$ cat config.mk
export PLATFORM = sky130hd
export DESIGN_NAME = slot_sub_top
export DESIGN_NICKNAME = d
export VERILOG_FILES = /design/src/rtl/slot_sub_pkg.sv /design/src/rtl/slot_sub_ctrl.sv /design/src/rtl/slot_sub_dp.sv /design/src/rtl/slot_sub_top.sv
export SDC_FILE = /design/constraint.sdc
export NUM_CORES = 1
export LEC_CHECK = 0
export ABC_AREA = 1
export BUFFER_PORTS_ARGS = -buffer_cell sky130_fd_sc_hd__buf_2
export CORE_MARGIN = 2
export CORE_UTILIZATION = 39
export DETAILED_ROUTE_END_ITERATION = 7
export GPL_TIMING_DRIVEN = 0
export SYNTH_ARGS = -nofsm -noshare
export SYNTH_HDL_FRONTEND = slang
export SYNTH_HIERARCHICAL = 1
export SYNTH_SLANG_ARGS = --single-unit
$ cat constraint.sdc
create_clock -name clk -period 2.6 [get_ports clk]
set_clock_uncertainty 0.15 [all_clocks]
set_input_delay 0.78 -clock clk [delete_from_list [all_inputs] [get_ports clk]]
set_output_delay 0.78 -clock clk [all_outputs]
set_load 0.03 [all_outputs]
$ cat src/rtl/slot_sub_pkg.sv
package slot_sub_pkg;
  // Strobes passed from control to datapath for the current bit time
  typedef struct packed {
    logic pickIdle;  // send idle pattern bit
    logic pickAlt;   // send alternate serial input
    logic idleBit;   // idle pattern bit for this bit position
  } strobe_t;
endpackage

$ cat src/rtl/slot_sub_ctrl.sv
module slot_sub_ctrl
  import slot_sub_pkg::*;
#(
  parameter int CH_COUNT  = 32,
  parameter int SLOT_BITS = 8,
  parameter int ADDR_W    = 8,
  parameter logic [ADDR_W-1:0] BASE_ADDR = 8'h26,
  localparam int POS_W = $clog2(CH_COUNT * SLOT_BITS),
  localparam int IDX_W = $clog2(SLOT_BITS)
) (
  input  logic              clk,
  input  logic              rstN,
  input  logic              frameSync,
  input  logic              busWe,
  input  logic [ADDR_W-1:0] busAddr,
  input  logic [SLOT_BITS-1:0] busWdata,
  output strobe_t           strb,
  output logic [POS_W-1:0]  posNow
);
  localparam int REG_COUNT = CH_COUNT / SLOT_BITS;
  localparam int CH_W = POS_W - IDX_W;
  localparam logic [ADDR_W-1:0] IDLE_ADDR = BASE_ADDR + ADDR_W'(REG_COUNT);
  localparam logic [ADDR_W-1:0] MODE_ADDR = IDLE_ADDR + ADDR_W'(1);
  localparam logic [IDX_W-1:0] TOP_IDX = IDX_W'(SLOT_BITS - 1);

  logic [POS_W-1:0]     cnt;
  logic [CH_W-1:0]      chanIdx;
  logic [IDX_W-1:0]     bitIdx;
  logic [SLOT_BITS-1:0] selReg [REG_COUNT];
  logic [CH_COUNT-1:0]  selFlat;
  logic [SLOT_BITS-1:0] idleReg;
  logic                 modeReg;
  // settings held for the remainder of the current slot
  logic                 heldSel, heldMode;
  logic [SLOT_BITS-1:0] heldIdle;
  logic                 curSel, curMode;
  logic [SLOT_BITS-1:0] curIdle;
  logic                 slotStart;

  // Bit position: sync forces position zero in this bit time
  assign posNow  = frameSync ? '0 : cnt;
  assign chanIdx = posNow[POS_W-1:IDX_W];
  assign bitIdx  = posNow[IDX_W-1:0];
  assign slotStart = (bitIdx == '0);

  always_ff @(posedge clk or negedge rstN) begin
    if (!rstN) cnt <= '0;
    else       cnt <= posNow + POS_W'(1);
  end

  // Channel-select shadow registers, one per byte of the mask
  for (genvar k = 0; k < REG_COUNT; k++) begin : g_selReg
    always_ff @(posedge clk or negedge rstN) begin
      if (!rstN) selReg[k] <= '0;
      else if (busWe && busAddr == BASE_ADDR + ADDR_W'(k)) selReg[k] <= busWdata;
    end
    assign selFlat[k*SLOT_BITS +: SLOT_BITS] = selReg[k];
  end

  always_ff @(posedge clk or negedge rstN) begin
    if (!rstN) begin
      idleReg <= '0;
      modeReg <= 1'b0;
    end else if (busWe) begin
      if (busAddr == IDLE_ADDR) idleReg <= busWdata;
      if (busAddr == MODE_ADDR) modeReg <= busWdata[0];
    end
  end

  // Settings sampled at slot start, held until the next slot
  always_comb begin
    curSel  = slotStart ? selFlat[chanIdx] : heldSel;
    curMode = slotStart ? modeReg          : heldMode;
    curIdle = slotStart ? idleReg          : heldIdle;
  end

  always_ff @(posedge clk or negedge rstN) begin
    if (!rstN) begin
      heldSel  <= 1'b0;
      heldMode <= 1'b0;
      heldIdle <= '0;
    end else begin
      heldSel  <= curSel;
      heldMode <= curMode;
      heldIdle <= curIdle;
    end
  end

  always_comb begin
    strb.pickIdle = curSel & ~curMode;
    strb.pickAlt  = curSel & curMode;
    strb.idleBit  = curIdle[TOP_IDX - bitIdx];
  end
endmodule

$ cat src/rtl/slot_sub_dp.sv
module slot_sub_dp
  import slot_sub_pkg::*;
(
  input  logic    clk,
  input  logic    rstN,
  input  strobe_t strb,
  input  logic    txIn,
  input  logic    altIn,
  input  logic    frameSync,
  output logic    txOut,
  output logic    syncOut
);
  logic nextBit;

  always_comb begin
    if (strb.pickIdle)     nextBit = strb.idleBit;
    else if (strb.pickAlt) nextBit = altIn;
    else                   nextBit = txIn;
  end

  always_ff @(posedge clk or negedge rstN) begin
    if (!rstN) begin
      txOut   <= 1'b0;
      syncOut <= 1'b0;
    end else begin
      txOut   <= nextBit;
      syncOut <= frameSync;
    end
  end
endmodule

$ cat src/rtl/slot_sub_top.sv
module slot_sub_top
  import slot_sub_pkg::*;
#(
  parameter int CH_COUNT  = 32,
  parameter int SLOT_BITS = 8,
  parameter int ADDR_W    = 8,
  parameter logic [ADDR_W-1:0] BASE_ADDR = 8'h26
) (
  input  logic                 clk,
  input  logic                 rstN,
  input  logic                 frameSync,
  input  logic                 txIn,
  input  logic                 altIn,
  input  logic                 busWe,
  input  logic [ADDR_W-1:0]    busAddr,
  input  logic [SLOT_BITS-1:0] busWdata,
  output logic                 txOut,
  output logic                 syncOut
);
  localparam int POS_W = $clog2(CH_COUNT * SLOT_BITS);

  strobe_t          strb;
  logic [POS_W-1:0] posNow;

  slot_sub_ctrl #(
    .CH_COUNT(CH_COUNT), .SLOT_BITS(SLOT_BITS),
    .ADDR_W(ADDR_W), .BASE_ADDR(BASE_ADDR)
  ) u_ctrl (
    .clk(clk), .rstN(rstN), .frameSync(frameSync),
    .busWe(busWe), .busAddr(busAddr), .busWdata(busWdata),
    .strb(strb), .posNow(posNow)
  );

  slot_sub_dp u_dp (
    .clk(clk), .rstN(rstN), .strb(strb),
    .txIn(txIn), .altIn(altIn), .frameSync(frameSync),
    .txOut(txOut), .syncOut(syncOut)
  );
endmodule

== Word-level counts from Yosys, hierarchy flattened ==
Cells that the tools add are included.

* Bits of input ports: 22
* Word-level logic and storage cells: 42
* Register bits after elaboration: 61
* Output and inout port bits: 2

* Bitwise gates (word level): 3
* Multiplexer cells: 10
* $lt $le $gt $ge: 2
* Eq/ne operators: 6
* $add $sub $neg: 2
* Reduce and logical (&&, ||, !) cells: 7

{| class="wikitable"
|+ Operator list
! cell !! count
|-
| 8-bit by 6-bit equality test with 1-bit output, second input constant || 6
|-
| 8-bit two-way mux || 2
|-
| 8-bit by 1-bit adder with 8-bit output, second input constant || 1
|-
| 5-bit by 6-bit < comparator with 1-bit output, second input constant || 1
|-
| 1-bit two-way mux || 6
|-
| 1-bit binary-select mux with 5-bit select || 1
|-
| 1-bit logical AND || 4
|-
| 3-bit by 4-bit < comparator with 1-bit output, second input constant || 1
|-
| 2-bit AND reduction || 2
|-
| 1-bit binary-select mux with 3-bit select || 1
|-
| 3-bit logical NOT || 1
|-
| 3-bit subtractor, first input constant || 1
|-
| 1-bit AND || 2
|-
| 1-bit inverter || 1
|}

== Depth between registers and ports, before layout ==
Gate-level depths: netlist (run 1).

* Word-level depth: 7
* Mapped depth: 14
* Mapped depth without buffers: 14

== Hierarchy ==
The synthesis (run 1) kept the hierarchy.

{| class="wikitable"
|+ Modules (own cells, without submodules)
! module !! seq. area each (um^2) !! cells each !! area an instance (um^2) !! instances
|-
| slot_sub_ctrl || 1476.4 || 348 || 2783.9 || 1
|-
| slot_sub_dp || 50.0 || 11 || 85.1 || 1
|}

== Worst setup path after synthesis (run 1) ==
No wires, ideal clock.

* Path kind: input to register
* Start point: input port frameSync
* End point: register u_dp.txOut
* Path buffers: 0
* Setup time: 117 ps
* Required time: 2333 ps
* Arrival: 2223 ps
* Path slack: 110 ps
* Stages on the path: 12
* Cells stage by stage: nor2_1 inv_1 ha_1 nand2_2 inv_2 or2_2 o21ai_0 inv_1 a21oi_1 inv_1 nand3_1 nand2_1

{| class="wikitable"
|+ RTL lines
! element !! RTL line !! text
|-
| start: declaration || slot_sub_top.sv:11 || <nowiki>input logic frameSync,</nowiki>
|-
| end signal: assignment || slot_sub_dp.sv:26 || <nowiki>txOut <= nextBit;</nowiki>
|-
| end: declaration || slot_sub_dp.sv:10 || <nowiki>output logic txOut,</nowiki>
|}

==> results of run 1 <==
==> power by group <==
| part | switching (mW) | internal, mW | leakage (nW) |
|---|---|---|---|
| combinational | 0.135 | 0.0678 | 0.717 |
| clock | 0.367 | 0.520 | 0.106 |
| sequential | 0.0242 | 1.00 | 0.832 |
==> flip-flops by register name, summed over array words and instances (netlist names) <==
register         count
u_dp/syncOut         1
u_dp/txOut           1
u_ctrl/modeReg       1
u_ctrl/heldIdle      8
u_ctrl/selFlat      32
u_ctrl/heldSel       1
u_ctrl/heldMode      1
u_ctrl/idleReg       8
u_ctrl/cnt           8
==> metrics by stage <==
step	cells	cell area (um2)	TNS, ps	setup slack, ps
after CTS	497	3319	0	33.74
after floorplan	359	2869	0	110.1
final	497	3329	0	205.1
after global routing	497	3329	0	41.85
after global placement	481	3108	-347.5	-347.5
after detailed placement	481	3108	-328.8	-328.8
==> cells by family after synthesis <==
kind of cell             after synthesis  synth area share
adder cells (fa/ha/maj)                2          0.008721
AND/OR/NAND/NOR                      175            0.2625
AO/OA/AOI/OAI                         52           0.09289
XOR/XNOR                               4           0.01221
buffers and inverters                 64           0.08766
flip-flops                            61            0.5321
multiplexers                           1          0.003925
==> Yosys cell counts <==
cell	number
sky130_fd_sc_hd__nand2_1	105
sky130_fd_sc_hd__dfrtp_1	61
sky130_fd_sc_hd__inv_1	52
sky130_fd_sc_hd__o21ai_0	44
sky130_fd_sc_hd__nand3_1	32
sky130_fd_sc_hd__nor2_1	23
sky130_fd_sc_hd__buf_2	6
sky130_fd_sc_hd__a21oi_1	5
sky130_fd_sc_hd__nor3_1	4
sky130_fd_sc_hd__xor2_1	4
sky130_fd_sc_hd__clkbuf_1	3
sky130_fd_sc_hd__nand4_1	3
sky130_fd_sc_hd__and2_1	2
sky130_fd_sc_hd__ha_1	2
sky130_fd_sc_hd__inv_2	2
sky130_fd_sc_hd__o211ai_1	2
sky130_fd_sc_hd__a31oi_1	1
sky130_fd_sc_hd__buf_4	1
sky130_fd_sc_hd__mux2_2	1
sky130_fd_sc_hd__nand2_2	1
sky130_fd_sc_hd__nand2_4	1
sky130_fd_sc_hd__nor2_2	1
sky130_fd_sc_hd__nor3_2	1
sky130_fd_sc_hd__nor4_4	1
sky130_fd_sc_hd__or2_2	1
==> metal layers <==
layer	part of all wire	vias to the layer above	GRT usage	routed length, um
met2	0.45	44	0.2595	2968
met1	0.49	1098	0.2589	3242
met3	0.035	10	0.03856	231
li1	-	1198	-	-
met5	0	-	0	0
met4	0.019	0	0.07692	123
==> path summary, 6_finish.rpt <==
path	start	slack (ps)	depth (start not counted)	end
max in group asynchronous	rstN	1410	1	u_ctrl/cnt[7]
max reg2reg	u_ctrl/cnt[0]	350	13	u_dp/txOut
min reg2reg	u_ctrl/idleReg[7]	330	2	u_ctrl/idleReg[7]
min	u_ctrl/idleReg[7]	330	2	u_ctrl/idleReg[7]
min in group asynchronous	rstN	350	1	u_ctrl/selFlat[28]
max	frameSync	210	13	u_dp/txOut
==> area by class of cell <==
| class | count | area [um2] | area share |
|---|---|---|---|
| multi-input combinational | 234 | 1099 | 0.3300 |
| clock buffer | 13 | 168.9 | 0.05073 |
| buffer | 10 | 48.80 | 0.01466 |
| clock inverter | 3 | 42.54 | 0.01278 |
| inverter | 54 | 202.7 | 0.06088 |
| timing repair buffer | 23 | 117.6 | 0.03533 |
| sequential | 61 | 1526 | 0.4585 |
| tap | 99 | 123.9 | 0.03720 |
==> critical path: stages <==
cell                       delay [ps]
sky130_fd_sc_hd__buf_2            150
sky130_fd_sc_hd__nor2_1           270
sky130_fd_sc_hd__inv_1             80
sky130_fd_sc_hd__ha_1             190
sky130_fd_sc_hd__nand2_2           70
sky130_fd_sc_hd__buf_2            210
sky130_fd_sc_hd__nand2_1           60
sky130_fd_sc_hd__and2_1           170
sky130_fd_sc_hd__nand2_1           70
sky130_fd_sc_hd__o211ai_1          90
sky130_fd_sc_hd__a31oi_1          240
sky130_fd_sc_hd__nand2_1           70
sky130_fd_sc_hd__nand2_1           70
==> repair_timing <==
item,4_1_cts,5_1_grt
resized for setup,0,2
endpoints found under the hold margin,0,0
endpoints found under the setup margin,0,1
hold buffers,0,0
==> results.py, run 1 <==
metrics = {
    "global_routing": {
        "first_global_vias": 2199,
        "grt_max_degree": 62,
        "grt.overflow.total": 0,
        "number_of_antenna_violations_at_the_first_check_in_global_routing": 0,
        "grt_first_pass_wirelength_um": 11230,
        "grt_use_total": 0.1787,
    },
    "layout": {
        "nNetsFinal": 417,
        "final_common_cell": "sky130_fd_sc_hd__nand2_1",
        "area_growth_syn_to_layout_pct": 16.05,
        "antennaDiodeCount": 0,
        "final_layout_size_suffix_gt1_frac": 0.1382,
        "final_util": 0.4640,
        "final.fill_count": 727,
        "most-common-layout-cells": "sky130_fd_sc_hd__nand2_1, sky130_fd_sc_hd__dfrtp_1, sky130_fd_sc_hd__inv_1, sky130_fd_sc_hd__o21ai_0, sky130_fd_sc_hd__nand3_1",
    },
    "routing": {
        "drc_errors": 0,
        "wl_um": 6565,
        "drt_iter0_markers": 176,
        "drt_pre_antenna_iters": 4,
        "via_count": 2350,
        "postRouteAntennaNets": 0,
        "post_drt_wl_per_cell_um": 13.21,
        "viasPerCell": 4.728,
    },
    "timing": {
        "min_period_ps": 2395,
        "layout_worst_path_cycle_share": 0.9211,
        "fin_worst_hold_slack_ps": 333.1,
        "fmax_mhz": 417.6,
        "finalMaxSlewViolations": 0,
        "max-slew-margin-rel": 0.4806,
        "tightestPinTransition_ps": 779.1,
        "rsz0062_at_grt": "no",
        "setup_violations": 0,
        "final_hold_viol_count": 0,
    },
    "critical_path": {
        "worst-endpoint-arrival_ps": 2530,
        "crit_type": "primary input to flip-flop",
        "worst_ep_required_time_ps": 2730,
        "setup.worst_path.start_class": "primary input",
        "largest_driver_fanout_on_the_critical_path": 10,
        "crit_path_end_kind": "flip-flop",
    },
    "logic_synthesis": {
        "synth_cell_type_count": 25,
        "total_of_warnings_raised_by_yosys": 6,
        "yosys_register_bits": 61,
        "ys_seq_area_frac": 0.5321,
        "synthTopCellsByArea": "sky130_fd_sc_hd__dfrtp_1, sky130_fd_sc_hd__nand2_1, sky130_fd_sc_hd__o21ai_0",
        "avgSynthCellArea_um2": 7.992,
        "post_synth_inst_count": 359,
        "yosysTopAreaCellShare": 0.5321,
        "post-synth-top-area-cell": "sky130_fd_sc_hd__dfrtp_1",
        "synth_fp_nets": 383,
        "synthesis.area_um2": 2869,
    },
    "placed_design": {
        "numPortBuffers": 23,
        "routabilityCongestion": 0.8747,
        "detailed_place_hpwl_um": 4650,
    },
    "power_and_ir_drop": {
        "power.density_cell_area_nw_per_um2": 635.2,
        "irDropWorstVdd_uv": 258.6,
        "leakagePower_nw": 1.654,
        "design_power_total_mw": 2.115,
    },
    "clock_tree": {
        "cts_tree": "yes",
        "clk_latency_ps": 340,
        "cts_inserted_buffers": 9,
        "cts.root.buffer_cell": "sky130_fd_sc_hd__clkbuf_8",
        "h-tree-depth": 3,
        "clk_transition_reported_paths_ps": 70,
        "ctsLongestPathBuffers": 2,
        "post_cts.repair.setup_buffers": 0,
        "clock-sinks": 61,
    },
    "floorplan": {
        "start_util": 0.3998,
        "boundaryPins": 24,
        "floorplan.core_area_um2": 7176,
        "floorplan.rows": 31,
        "dieArea_um2": 8059,
        "die_width_um": 89.77,
        "fp.dieH_um": 89.77,
    },
    "run_status": {
        "outcome": "finished, final reports clean",
    },
    "job": {
        "maxCapViolCount": 0,
    },
    "min_path": {
        "hold_path_class": "flip-flop to flip-flop",
    },
}
Note: power is estimated with default switching activity, not from simulation.
==> run 2: changes to the inputs <==
Settings changed: CORE_UTILIZATION 39 to 40, MAX_ROUTING_LAYER from default to met4.
==> run 2 against run 1 <==
Effect of this change: clock-buffer cell count did not move; combinational power barely moved; clock power shrank 0.6%; cell area is 0.11% lower; sequential power hardly changed; die area is 2.4% lower; non-clock buffer count is the same; critical path type unchanged.
==> results.py, run 2 (synthesis gave the netlist of run 1 again) <==
metrics = {
    "floorplan": {
        "boundaryPins": 24,
        "floorplan.core_area_um2": 6869,
        "start_util": 0.4177,
        "die_width_um": 88.69,
        "fp.dieH_um": 88.69,
        "floorplan.rows": 30,
        "dieArea_um2": 7866,
    },
    "power_and_ir_drop": {
        "power.density_cell_area_nw_per_um2": 635.0,
        "irDropWorstVdd_uv": 342.0,
        "design_power_total_mw": 2.112,
        "leakagePower_nw": 1.654,
    },
    "layout": {
        "most-common-layout-cells": "sky130_fd_sc_hd__nand2_1, sky130_fd_sc_hd__dfrtp_1, sky130_fd_sc_hd__inv_1, sky130_fd_sc_hd__o21ai_0, sky130_fd_sc_hd__nand3_1",
        "antennaDiodeCount": 0,
        "nNetsFinal": 417,
        "area_growth_syn_to_layout_pct": 15.92,
        "largest_register_ffs": 32,
        "final_util": 0.4842,
        "final_common_cell": "sky130_fd_sc_hd__nand2_1",
        "final_layout_size_suffix_gt1_frac": 0.1382,
    },
    "clock_tree": {
        "ctsLongestPathBuffers": 2,
        "cts.root.buffer_cell": "sky130_fd_sc_hd__clkbuf_8",
        "cts_inserted_buffers": 9,
        "clk_latency_ps": 330,
        "cts_hold_buffers": 0,
        "clk_transition_reported_paths_ps": 70,
        "cts_tree": "yes",
        "clock-sinks": 61,
        "h-tree-depth": 3,
        "post_cts.repair.setup_buffers": 0,
    },
    "routing": {
        "drc_errors": 0,
        "postRouteAntennaNets": 0,
        "wl_um": 6736,
        "viasPerCell": 4.931,
        "drt_iter0_markers": 195,
        "drt_pre_antenna_iters": 5,
        "via_count": 2436,
        "post_drt_wl_per_cell_um": 13.64,
    },
    "timing": {
        "timing.final.ws_setup_ps": 215.7,
        "setup_violations": 0,
        "rsz0062_at_grt": "no",
        "fmax_mhz": 419.4,
        "fin_worst_hold_slack_ps": 333.8,
        "layout_worst_path_cycle_share": 0.9171,
        "min_period_ps": 2384,
        "max-slew-margin-rel": 0.4873,
        "final_hold_viol_count": 0,
        "finalMaxSlewViolations": 0,
        "tightestPinTransition_ps": 769.1,
    },
    "global_routing": {
        "grt.overflow.total": 0,
        "grt_max_degree": 62,
        "grt_use_total": 0.2024,
        "number_of_antenna_violations_at_the_first_check_in_global_routing": 0,
        "first_global_vias": 2266,
        "grt_first_pass_wirelength_um": 11390,
    },
    "critical_path": {
        "setup.reg_to_reg.worst_slack_ps": 350,
        "worst-endpoint-arrival_ps": 2470,
        "worst_ep_required_time_ps": 2680,
        "setup.worst_path.start_class": "primary input",
        "crit_type": "primary input to flip-flop",
        "crit_path_end_kind": "flip-flop",
        "largest_driver_fanout_on_the_critical_path": 10,
    },
    "run_status": {
        "outcome": "finished, final reports clean",
    },
    "placed_design": {
        "numPortBuffers": 23,
        "routabilityCongestion": 0.8488,
        "detailed_place_hpwl_um": 4741,
        "detailedPlace.worstSlack_ps": -359.8,
    },
    "min_path": {
        "hold_path_class": "flip-flop to flip-flop",
    },
    "job": {
        "maxCapViolCount": 0,
    },
}
-- run 2: cell counts in the layout (fill, tap and decap cells not counted) --
No cell type changed its count.
-- run 2: worst max-delay path: stages --
cell,delay (ps)
sky130_fd_sc_hd__buf_2,160
sky130_fd_sc_hd__nor2_1,270
sky130_fd_sc_hd__inv_1,80
sky130_fd_sc_hd__ha_1,190
sky130_fd_sc_hd__nand2_2,70
sky130_fd_sc_hd__inv_2,80
sky130_fd_sc_hd__or2_2,270
sky130_fd_sc_hd__o21ai_0,110
sky130_fd_sc_hd__inv_1,80
sky130_fd_sc_hd__a21oi_1,180
sky130_fd_sc_hd__inv_1,70
sky130_fd_sc_hd__nand3_1,80
sky130_fd_sc_hd__nand2_1,50
-- run 2: cell type report --
class / instances / area [um2]
clock buffer: 13 / 168.9
buffer: 10 / 48.80
fill: 703 / 3543
timing repair buffer: 23 / 117.6
inverter: 54 / 202.7
sequential: 61 / 1526
multi-input combinational: 234 / 1099
tap: 96 / 120.1
clock inverter: 3 / 42.54
-- run 2: path summary, 6_finish.rpt --
check	from	endpoint	cells after the start
min in group asynchronous	rstN	u_ctrl/selFlat[21]	1
hold / removal	u_ctrl/heldIdle[2]	u_ctrl/heldIdle[2]	2
max in group asynchronous	rstN	u_ctrl/selFlat[25]	1
setup reg to reg	u_ctrl/cnt[0]	u_dp/txOut	13
hold reg to reg	u_ctrl/heldIdle[2]	u_ctrl/heldIdle[2]	2
setup / recovery	frameSync	u_dp/txOut	13
-- run 2: routing by layer --
layer	wire, um	vias to the layer above	global-route usage	part of all wire
li1	-	1195	-	-
met1	3333	1166	0.2845	0.49
met2	3013	64	0.2931	0.45
met3	266	11	0.03358	0.039
met4	123	0	0.07851	0.018
met5	0	-	-	0
-- run 2: timing repair --
action	4_1_cts	5_1_grt
endpoints found under the hold margin	0	0
setup endpoints to repair	0	1
resized for setup	0	2
-- run 2: where the power goes --
| group | total [mW] | leakage [nW] | switching, mW | internal, mW |
|---|---|---|---|---|
| Sequential | 1.02 | 0.832 | 0.0242 | 1.00 |
| Clock | 0.882 | 0.106 | 0.361 | 0.520 |
| Combinational | 0.205 | 0.717 | 0.137 | 0.0680 |
| Total | 2.11 | 1.65 | 0.523 | 1.59 |
-- run 2: per-stage QoR --
stage | cells | TNS (ps) | instance area [um2]
global placement | 478 | -326.5 | 3104
CTS | 494 | 0 | 3316
finish | 494 | 0 | 3326
floorplan | 359 | 0 | 2869
global route | 494 | 0 | 3326
detailed placement | 478 | -367.4 | 3104
